==> config.mk <==
export PLATFORM = sky130hd
export DESIGN_NAME = sram_async_ctrl
export DESIGN_NICKNAME = d
export VERILOG_FILES = /design/src/rtl/sram_ctl_pkg.sv /design/src/rtl/sram_phase_timer.sv /design/src/rtl/sram_turn_guard.sv /design/src/rtl/sram_seq_fsm.sv /design/src/rtl/sram_pin_drv.sv /design/src/rtl/sram_datapath.sv /design/src/rtl/sram_async_ctrl.sv
export SDC_FILE = /design/constraint.sdc
export NUM_CORES = 1
export LEC_CHECK = 0
export BUFFER_PORTS_ARGS = -buffer_cell sky130_fd_sc_hd__buf_2
export CAP_MARGIN = 20
export CORE_ASPECT_RATIO = 2
export CORE_MARGIN = 10
export CORE_UTILIZATION = 45
export DETAILED_ROUTE_END_ITERATION = 8
export PLACE_DENSITY = 0.74
export SLEW_MARGIN = 5
export SYNTH_ARGS = -nofsm -noshare
export SYNTH_HDL_FRONTEND = slang
export SYNTH_HIERARCHICAL = 1
export SYNTH_SLANG_ARGS = --single-unit
==> constraint.sdc <==
create_clock -name clk -period 4.5 [get_ports clk]
set_clock_uncertainty 0.1 [all_clocks]
set_input_delay 1.125 -clock clk [delete_from_list [all_inputs] [get_ports clk]]
set_output_delay 1.125 -clock clk [all_outputs]
set_load 0.03 [all_outputs]
==> src/rtl/sram_ctl_pkg.sv <==
// Package: shared state type and elaboration-time helpers for the
// asynchronous SRAM controller. Assumes integer picosecond inputs.
package sram_ctl_pkg;

    // Sequencer states; the encoding is internal only.
    typedef enum logic [1:0] {
        ST_IDLE    = 2'd0,
        ST_READ    = 2'd1,
        ST_WR_HOLD = 2'd2,
        ST_WRITE   = 2'd3
    } seq_state_t;

    // Ceiling of a time limit over the clock period, at least one cycle.
    function automatic int cyc_ceil(input int limit_ps, input int period_ps);
        int c;
        c = (limit_ps + period_ps - 1) / period_ps;
        return (c < 1) ? 1 : c;
    endfunction

    // Largest of three counts.
    function automatic int max3(input int a, input int b, input int c);
        int m;
        m = (a > b) ? a : b;
        return (m > c) ? m : c;
    endfunction

endpackage

==> src/rtl/sram_phase_timer.sv <==
// Module: down-counter that times one strobe phase.
// Loaded with (length - 1) on the edge entering a phase; done is high in
// the phase's final cycle. Assumes load is never asserted while counting
// within the same phase.
module sram_phase_timer #(
    parameter int CNT_W = 4
) (
    input  logic             clk,
    input  logic             rst_n,
    input  logic             load,
    input  logic [CNT_W-1:0] load_val,
    output logic             done
);

    logic [CNT_W-1:0] cnt_q;

    // Load on phase entry, otherwise count down to zero and rest there.
    always_ff @(posedge clk) begin
        if (!rst_n) begin
            cnt_q <= '0;
        end else if (load) begin
            cnt_q <= load_val;
        end else if (cnt_q != '0) begin
            cnt_q <= cnt_q - 1'b1;
        end
    end

    assign done = (cnt_q == '0);

endmodule

==> src/rtl/sram_turn_guard.sv <==
// Module: bus-turnaround guard.
// When a read phase ends, it loads the release count. The count then
// falls by one each cycle. clear is high once the next edge lies at least
// TURN_CYC edges past the edge that raised output enable, so a write
// phase entered on that edge cannot collide with the memory still
// driving the bus.
module sram_turn_guard #(
    parameter int CNT_W    = 4,
    parameter int TURN_CYC = 2
) (
    input  logic clk,
    input  logic rst_n,
    input  logic rd_end,
    output logic clear
);

    localparam logic [CNT_W-1:0] TURN_V = CNT_W'(TURN_CYC);

    logic [CNT_W-1:0] cnt_q;

    // Restart the release window at each read end, then count down.
    always_ff @(posedge clk) begin
        if (!rst_n) begin
            cnt_q <= '0;
        end else if (rd_end) begin
            cnt_q <= TURN_V;
        end else if (cnt_q != '0) begin
            cnt_q <= cnt_q - 1'b1;
        end
    end

    assign clear = (cnt_q <= CNT_W'(1));

endmodule

==> src/rtl/sram_seq_fsm.sv <==
// Module: transaction sequencer.
// Accepts one request while idle. A read goes straight to the read phase.
// A write goes to the write phase, first waiting in a hold state while the
// turnaround guard is not yet clear. At each phase entry it loads the
// phase timer and returns to idle in the last phase cycle. It also
// exports the next state so that pin registers can follow it without
// decode glitches.
module sram_seq_fsm
    import sram_ctl_pkg::*;
#(
    parameter int CNT_W  = 4,
    parameter int RD_LEN = 3,
    parameter int WR_LEN = 3
) (
    input  logic             clk,
    input  logic             rst_n,
    input  logic             req_valid,
    input  logic             req_write,
    input  logic             phase_done,
    input  logic             turn_clear,
    output seq_state_t       nxt_state,
    output logic             accept,
    output logic             ld_phase,
    output logic [CNT_W-1:0] ld_val,
    output logic             rd_done
);

    localparam logic [CNT_W-1:0] RD_LOAD = CNT_W'(RD_LEN - 1);
    localparam logic [CNT_W-1:0] WR_LOAD = CNT_W'(WR_LEN - 1);

    seq_state_t state_q;

    // Next-state selection for the single-beat sequence.
    always_comb begin
        nxt_state = state_q;
        unique case (state_q)
            ST_IDLE: begin
                if (req_valid) begin
                    if (!req_write)      nxt_state = ST_READ;
                    else if (turn_clear) nxt_state = ST_WRITE;
                    else                 nxt_state = ST_WR_HOLD;
                end
            end
            ST_READ:    if (phase_done) nxt_state = ST_IDLE;
            ST_WR_HOLD: if (turn_clear) nxt_state = ST_WRITE;
            ST_WRITE:   if (phase_done) nxt_state = ST_IDLE;
            default:    nxt_state = ST_IDLE;
        endcase
    end

    // Phase-entry detection, timer load value and read completion.
    always_comb begin
        accept   = (state_q == ST_IDLE) && req_valid;
        rd_done  = (state_q == ST_READ) && phase_done;
        ld_phase = ((nxt_state == ST_READ)  && (state_q != ST_READ)) ||
                   ((nxt_state == ST_WRITE) && (state_q != ST_WRITE));
        ld_val   = (nxt_state == ST_READ) ? RD_LOAD : WR_LOAD;
    end

    // State register.
    always_ff @(posedge clk) begin
        if (!rst_n) state_q <= ST_IDLE;
        else        state_q <= nxt_state;
    end

endmodule

==> src/rtl/sram_pin_drv.sv <==
// Module: registered memory strobes, bus drive enable and host ready.
// Every output is a flop loaded from the sequencer's next state, so the
// write strobe and the drive enable change on the same edge. Reset leaves
// the memory deselected and the bus released.
module sram_pin_drv
    import sram_ctl_pkg::*;
(
    input  logic       clk,
    input  logic       rst_n,
    input  seq_state_t nxt_state,
    output logic       ce_n,
    output logic       oe_n,
    output logic       we_n,
    output logic       dq_oe,
    output logic       ready
);

    // Strobe levels follow the state being entered.
    always_ff @(posedge clk) begin
        if (!rst_n) begin
            ce_n  <= 1'b1;
            oe_n  <= 1'b1;
            we_n  <= 1'b1;
            dq_oe <= 1'b0;
            ready <= 1'b1;
        end else begin
            ce_n  <= !((nxt_state == ST_READ) || (nxt_state == ST_WRITE));
            oe_n  <= (nxt_state != ST_READ);
            we_n  <= (nxt_state != ST_WRITE);
            dq_oe <= (nxt_state == ST_WRITE);
            ready <= (nxt_state == ST_IDLE);
        end
    end

endmodule

==> src/rtl/sram_datapath.sv <==
// Module: address, write-data and read-data registers.
// The address and write byte are loaded only on acceptance, so they stay
// fixed through the whole transaction and afterwards (zero hold). The bus
// value is captured on the last read cycle and flagged for one cycle.
module sram_datapath #(
    parameter int ADDR_W = 15,
    parameter int DATA_W = 8
) (
    input  logic              clk,
    input  logic              rst_n,
    input  logic              accept,
    input  logic [ADDR_W-1:0] req_addr,
    input  logic [DATA_W-1:0] req_wdata,
    input  logic              capture,
    input  logic [DATA_W-1:0] dq_in,
    output logic [ADDR_W-1:0] addr,
    output logic [DATA_W-1:0] dq_out,
    output logic              rsp_valid,
    output logic [DATA_W-1:0] rsp_rdata
);

    // Latch the request fields at acceptance.
    always_ff @(posedge clk) begin
        if (!rst_n) begin
            addr   <= '0;
            dq_out <= '0;
        end else if (accept) begin
            addr   <= req_addr;
            dq_out <= req_wdata;
        end
    end

    // Sample the bus at the read phase end and raise a one-cycle strobe.
    always_ff @(posedge clk) begin
        if (!rst_n) begin
            rsp_rdata <= '0;
            rsp_valid <= 1'b0;
        end else begin
            rsp_valid <= capture;
            if (capture) rsp_rdata <= dq_in;
        end
    end

endmodule

==> src/rtl/sram_async_ctrl.sv <==
// Module: top of the asynchronous SRAM controller.
// It converts picosecond limits into cycle counts, and it wires up the
// sequencer, phase timer, turnaround guard, pin registers and datapath.
// Assumptions: one transaction in flight; the host keeps its request
// fields steady while req_valid is high and not yet accepted.
module sram_async_ctrl
    import sram_ctl_pkg::*;
#(
    parameter int ADDR_W     = 15,
    parameter int DATA_W     = 8,
    parameter int CLK_PS     = 4000,
    parameter int T_AA_PS    = 12000,
    parameter int T_OE_PS    = 6000,
    parameter int T_WP_PS    = 10000,
    parameter int T_DS_PS    = 7000,
    parameter int T_HZ_PS    = 9000,
    parameter int T_RC_PS    = 12000,
    parameter int RD_ACC_CYC = cyc_ceil(T_AA_PS, CLK_PS),
    parameter int OE_ACC_CYC = cyc_ceil(T_OE_PS, CLK_PS),
    parameter int WP_CYC     = cyc_ceil(T_WP_PS, CLK_PS),
    parameter int DS_CYC     = cyc_ceil(T_DS_PS, CLK_PS),
    parameter int TURN_CYC   = cyc_ceil(T_HZ_PS, CLK_PS),
    parameter int RC_CYC     = cyc_ceil(T_RC_PS, CLK_PS)
) (
    input  logic              clk,
    input  logic              rst_n,
    input  logic              req_valid,
    output logic              req_ready,
    input  logic              req_write,
    input  logic [ADDR_W-1:0] req_addr,
    input  logic [DATA_W-1:0] req_wdata,
    output logic              rsp_valid,
    output logic [DATA_W-1:0] rsp_rdata,
    output logic              sram_ce_n,
    output logic              sram_oe_n,
    output logic              sram_we_n,
    output logic [ADDR_W-1:0] sram_addr,
    output logic [DATA_W-1:0] sram_dq_out,
    output logic              sram_dq_oe,
    input  logic [DATA_W-1:0] sram_dq_in
);

    localparam int RD_LEN = max3(RD_ACC_CYC, OE_ACC_CYC, RC_CYC);
    localparam int WR_LEN = max3(WP_CYC, DS_CYC, RC_CYC);
    localparam int CNT_W  = $clog2(max3(RD_LEN, WR_LEN, TURN_CYC) + 1) + 1;

    seq_state_t       nxt_state;
    logic             accept;
    logic             ld_phase;
    logic [CNT_W-1:0] ld_val;
    logic             rd_done;
    logic             phase_done;
    logic             turn_clear;

    sram_seq_fsm #(
        .CNT_W (CNT_W),
        .RD_LEN(RD_LEN),
        .WR_LEN(WR_LEN)
    ) u_fsm (
        .clk       (clk),
        .rst_n     (rst_n),
        .req_valid (req_valid),
        .req_write (req_write),
        .phase_done(phase_done),
        .turn_clear(turn_clear),
        .nxt_state (nxt_state),
        .accept    (accept),
        .ld_phase  (ld_phase),
        .ld_val    (ld_val),
        .rd_done   (rd_done)
    );

    sram_phase_timer #(
        .CNT_W(CNT_W)
    ) u_timer (
        .clk     (clk),
        .rst_n   (rst_n),
        .load    (ld_phase),
        .load_val(ld_val),
        .done    (phase_done)
    );

    sram_turn_guard #(
        .CNT_W   (CNT_W),
        .TURN_CYC(TURN_CYC)
    ) u_turn (
        .clk   (clk),
        .rst_n (rst_n),
        .rd_end(rd_done),
        .clear (turn_clear)
    );

    sram_pin_drv u_pins (
        .clk      (clk),
        .rst_n    (rst_n),
        .nxt_state(nxt_state),
        .ce_n     (sram_ce_n),
        .oe_n     (sram_oe_n),
        .we_n     (sram_we_n),
        .dq_oe    (sram_dq_oe),
        .ready    (req_ready)
    );

    sram_datapath #(
        .ADDR_W(ADDR_W),
        .DATA_W(DATA_W)
    ) u_dp (
        .clk      (clk),
        .rst_n    (rst_n),
        .accept   (accept),
        .req_addr (req_addr),
        .req_wdata(req_wdata),
        .capture  (rd_done),
        .dq_in    (sram_dq_in),
        .addr     (sram_addr),
        .dq_out   (sram_dq_out),
        .rsp_valid(rsp_valid),
        .rsp_rdata(rsp_rdata)
    );

endmodule

== After elaboration in Yosys (flattened, before gate mapping) ==
Cells that the tools add are included.

* Flip-flop bits (word level): 45
* Output and inout port bits: 37

* $add $sub $neg: 2
* Magnitude comparators: 1
* Equality and inequality tests: 9
* Muxes and demuxes: 10
* Bitwise gates (word level): 1
* Reduce and logical (&&, ||, !) cells: 17

{| class="wikitable"
|+ Operator list
! kind !! count
|-
| $mux W2 || 8
|-
| $eq A2 B2 Y1 const B || 3
|-
| $pmux W2 S3 || 1
|-
| $reduce_bool A3 Y1 || 2
|-
| $reduce_or A2 Y1 || 3
|-
| $sub A3 B1 Y3 const B || 2
|-
| $eq A2 B1 Y1 const B || 2
|-
| $logic_and A1 B1 Y1 || 4
|-
| $logic_not A2 Y1 || 2
|-
| $ne A2 B1 Y1 const B || 2
|-
| $ne A2 B2 Y1 const B || 2
|-
| $reduce_bool A2 Y1 || 2
|-
| $le A3 B1 Y1 const B || 1
|-
| $logic_not A3 Y1 || 1
|-
| $logic_or A1 B1 Y1 || 2
|-
| $logic_not A1 Y1 || 1
|-
| $mux W1 || 1
|-
| $not A1 Y1 || 1
|}

== Depth between registers and ports, before layout ==
* Word-level depth: 9
* Gate-level depth with buffers: 8
* Gate-level depth less buffers: 8

== By module ==
The synthesis kept the hierarchy.

{| class="wikitable"
|+ Modules (own cells, without submodules)
! module !! times used !! cells an instance !! area each (um2)
|-
| sram_datapath || 1 || 102 || 1,221.2
|-
| sram_phase_timer || 1 || 22 || 205.2
|-
| sram_turn_guard || 1 || 21 || 205.2
|-
| sram_seq_fsm || 1 || 21 || 168.9
|-
| sram_pin_drv || 1 || 10 || 127.6
|}

== Worst setup path before layout ==
Ideal clock, no wire load.

* Kind: input to register
* Start point: input req_write
* End point: register u_timer.cnt_q[0]
* Data arrival time: 2.168 ns
* Required time: 4.288 ns
* Path slack: 2.120 ns
* Cell stages on the path: 4
* Buffers on the path: 0
* Cell sequence: o21ba_1 > nor3_1 > nor2b_1 > a2111oi_1

* Word-level cells in the longest chain between the ends: 7
* Elaborated cells between the ends (all ways): 9
* Classes of those cells: eq/ne (2); mux (3); reduce/logical (4)

{| class="wikitable"
|+ RTL lines
! what !! line !! RTL
|-
| start, declared || sram_async_ctrl.sv:29 || <nowiki>input logic req_write,</nowiki>
|-
| $mux W2 * || sram_seq_fsm.sv:39 || <nowiki>if (!req_write) nxt_state = ST_READ;</nowiki>
|-
| $mux W2 * || sram_seq_fsm.sv:38 || <nowiki>if (req_valid) begin</nowiki>
|-
| $pmux W2 S3 * || sram_seq_fsm.sv:36 || <nowiki>unique case (state_q)</nowiki>
|-
| $eq A2 B1 Y1 / $eq A2 B2 Y1 (equally long branches) || sram_seq_fsm.sv:55, sram_seq_fsm.sv:56 ||
|-
| $logic_and A1 B1 Y1, on equally long branches || sram_seq_fsm.sv:55, sram_seq_fsm.sv:56 ||
|-
| $logic_or A1 B1 Y1 * || sram_seq_fsm.sv:55 || <nowiki>ld_phase = ((nxt_state == ST_READ) && (state_q != ST_READ)) ||</nowiki>
|-
| via ld_phase || sram_async_ctrl.sv:49 || <nowiki>logic ld_phase;</nowiki>
|-
| $reduce_or A2 Y1 (no source line) * || - ||
|-
| end signal, assigned || sram_phase_timer.sv:22 || <nowiki>cnt_q <= load_val;</nowiki>
|-
| end signal, assigned || sram_phase_timer.sv:24 || <nowiki>cnt_q <= cnt_q - 1'b1;</nowiki>
|-
| end, declared || sram_phase_timer.sv:15 || <nowiki>logic [CNT_W-1:0] cnt_q;</nowiki>
|}

The timed path passes the listed nets; every way through them passes the cells marked *.
A chain may end at the register's enable or synchronous reset.

== Final worst setup path ==
Same ends and word-level chain as after synthesis.

==> metrics.txt <==
setup violators final 0; fraction of layout instances using a drive strength above 1 34.82%; Die Y 112.6 um; RD Place Congestion 0.7289; RSZ-0062 raised after global routing no; WP data required 4580 ps; wire length per cell 13.90 um; Slew headroom 55.04%; core box area 0.004129 mm^2; Pwr per Cell Area 583.7 mW/mm^2; Mapped Cells 176; register area share after synthesis 46.72%; setup TNS 0 ps; die width 66.29 um; period utilisation layout 53.26%; Final HPWL DP 3233 um; Worst-Skew Late Latency 280 ps; HP Class reg -> reg; post-CTS resize count 0; DR DRC count 0; Clock Tree Root clkbuf_8; kind of critical path in -> reg; min Tclk post-route 2397 ps; ANT cells 0; syn avg cell area 10.96 um^2; io pins 72; vias in the first global route 1372; Site Rows 33; Die ar. 0.007462 mm^2; Synth Flop Type dfxtp_1; fin util 57.85%; crit-path max FO 8; clock buffer depth 2; critical path endpoint category register; Initial Util 46.70%; status finished, final reports clean; Leakage 1.117 nW; Via density 4.669; Tot GR Track Use 11.04%; final net count 286; initial antenna violation count 0; CTS tree done; largest net degree at the start of global routing 45; #FFs+latches synth 45; # H-tree levels 2; Final Hold Vio Count 0; Port Buf Inserts 71; TritonRoute pass-1 iters 3; postcts setup bufs 0; synth-to-layout area growth 23.88%; first-pass GRT wire length 6686 um; GRT overflow 0; Post-synth EDFFs 0; Vias 1396; WP data arrival 2470 ps; total wire length 4155 um; Post-synth ARST share 0%; Tightest Pin Transition 669.3 ps; max cap viols 0; maximum clock rate 417.2 MHz; clock slew at reported path FFs 80 ps; antenna-violating nets left 0; post-synthesis cell area 0.001928 mm^2; crit start category input port; Inserted Clock Buffers 5; Final Max Slew Viols 0; CTS Hold Buffers Added 0; DR iter-0 viols 34; yosys warns 6; synth unique cells 36; VDD IR max 381.5 uV; flop2flop setup slack 2250 ps; CTS sink cnt 45
## state kept, by name (all words and copies together), names as in the netlist
name            cells
u_dp/addr          15
u_dp/dq_out         8
u_dp/rsp_rdata      8
u_timer/cnt_q       3
u_turn/cnt_q        3
u_fsm/state_q       2
u_dp/rsp_valid      1
u_pins/ce_n         1
u_pins/dq_oe        1
u_pins/oe_n         1
u_pins/ready        1
u_pins/we_n         1
## synthesized netlist by cell type, types with 2 or more instances
cell type / instances / area (um^2)
o311a_1: 2 / 20.02
clkbuf_1: 3 / 11.26
nor2b_1: 34 / 212.7
ha_1: 5 / 62.56
buf_4: 4 / 30.03
inv_1: 8 / 30.03
or4b_1: 2 / 20.02
or2b_1: 2 / 15.01
nor2_1: 2 / 7.510
dfxtp_1: 45 / 900.9
nor2b_2: 2 / 17.52
nand2b_1: 6 / 37.54
buf_12: 2 / 40.04
mux2i_1: 31 / 310.3
nor3b_1: 2 / 15.01
a21oi_1: 3 / 15.01
conb_1: 2 / 7.510
nor4b_1: 2 / 17.52
a2111oi_1: 2 / 20.02
## critical path, cell delays in order
cell and delay [ps]:
buf_2 110, o21ba_1 210, nor3_1 530, nor4b_1 130, a2111oi_1 370
## path summary, 6_finish.rpt
path | startpoint | endpoint | depth (start not counted)
setup reg to reg | u_turn/cnt_q[1]$_SDFFE_PN0P_ | u_timer/cnt_q[0]$_SDFFE_PN0P_ | 8
setup / recovery | req_write | u_timer/cnt_q[0]$_SDFFE_PN0P_ | 5
hold reg to reg | u_dp/addr[10]$_SDFFE_PN0P_ | u_dp/addr[10]$_SDFFE_PN0P_ | 2
hold / removal | u_dp/addr[10]$_SDFFE_PN0P_ | u_dp/addr[10]$_SDFFE_PN0P_ | 2
## routing by layer
| metal | part of all wire [%] | global-route usage (%) |
|---|---|---|
| met4 | 2.0 | 4.923 |
| met1 | 41 | 12.05 |
| met5 | 0 | 0 |
| met2 | 49 | 18.24 |
| met3 | 7.8 | 3.984 |
## area by class of cell
| class | count | area, um^2 |
|---|---|---|
| clock buffer | 7 | 86.33 |
| clock inverter | 1 | 30.03 |
| fill | 377 | 1740 |
| inverter | 8 | 30.03 |
| multi-input combinational | 114 | 913.4 |
| sequential | 45 | 900.9 |
| tap | 52 | 65.06 |
| timing repair buffer | 72 | 362.8 |
## logic make-up (layout without fill, tap and decap cells)
kind of cell / Yosys count / in the layout / synth area share, %
and+or+nand+nor: 61 / 61 / 20.90
DFF: 45 / 45 / 46.72
muxes: 31 / 31 / 16.09
buffers and inverters: 18 / 88 / 6.360
AOI/OAI and AO/OA: 14 / 14 / 6.295
adders and majority gates: 5 / 5 / 3.245
other: 2 / 3 / 0.3895
## per-stage QoR
stage | area [um^2] | hold slack [ps] | power [mW] | instances | setup WS, ps
finish | 2389 | 414.0 | 1.394 | 299 | 2103
global route | 2389 | 432.8 | 1.488 | 299 | 1901
CTS | 2389 | 419.6 | 1.414 | 299 | 2080
detailed placement | 2272 | 397.2 | 1.101 | 291 | 1776
global placement | 2272 | 390.0 | 1.088 | 291 | 1874
floorplan | 1932 | 423.0 | 0.9866 | 177 | 2120
## layout by cell type (no fill, tap or decap), types with 2 or more instances in the layout
master	count
or4b_1	2
nand2b_1	6
a2111oi_1	2
mux2i_1	31
ha_1	5
nor2b_2	2
conb_1	3
dfxtp_1	45
buf_2	71
nor2b_1	34
inv_1	8
a21oi_1	3
nor2_1	2
or2b_1	2
nor4b_1	2
o311a_1	2
clkbuf_8	6
## where the power goes
part	leakage (nW)	total (mW)	internal (mW)	switching (mW)
combinational	0.689	0.549	0.236	0.312
sequential	0.370	0.536	0.483	0.0530
clock	0.0585	0.309	0.181	0.128
Power figures use the tool's default switching activity.
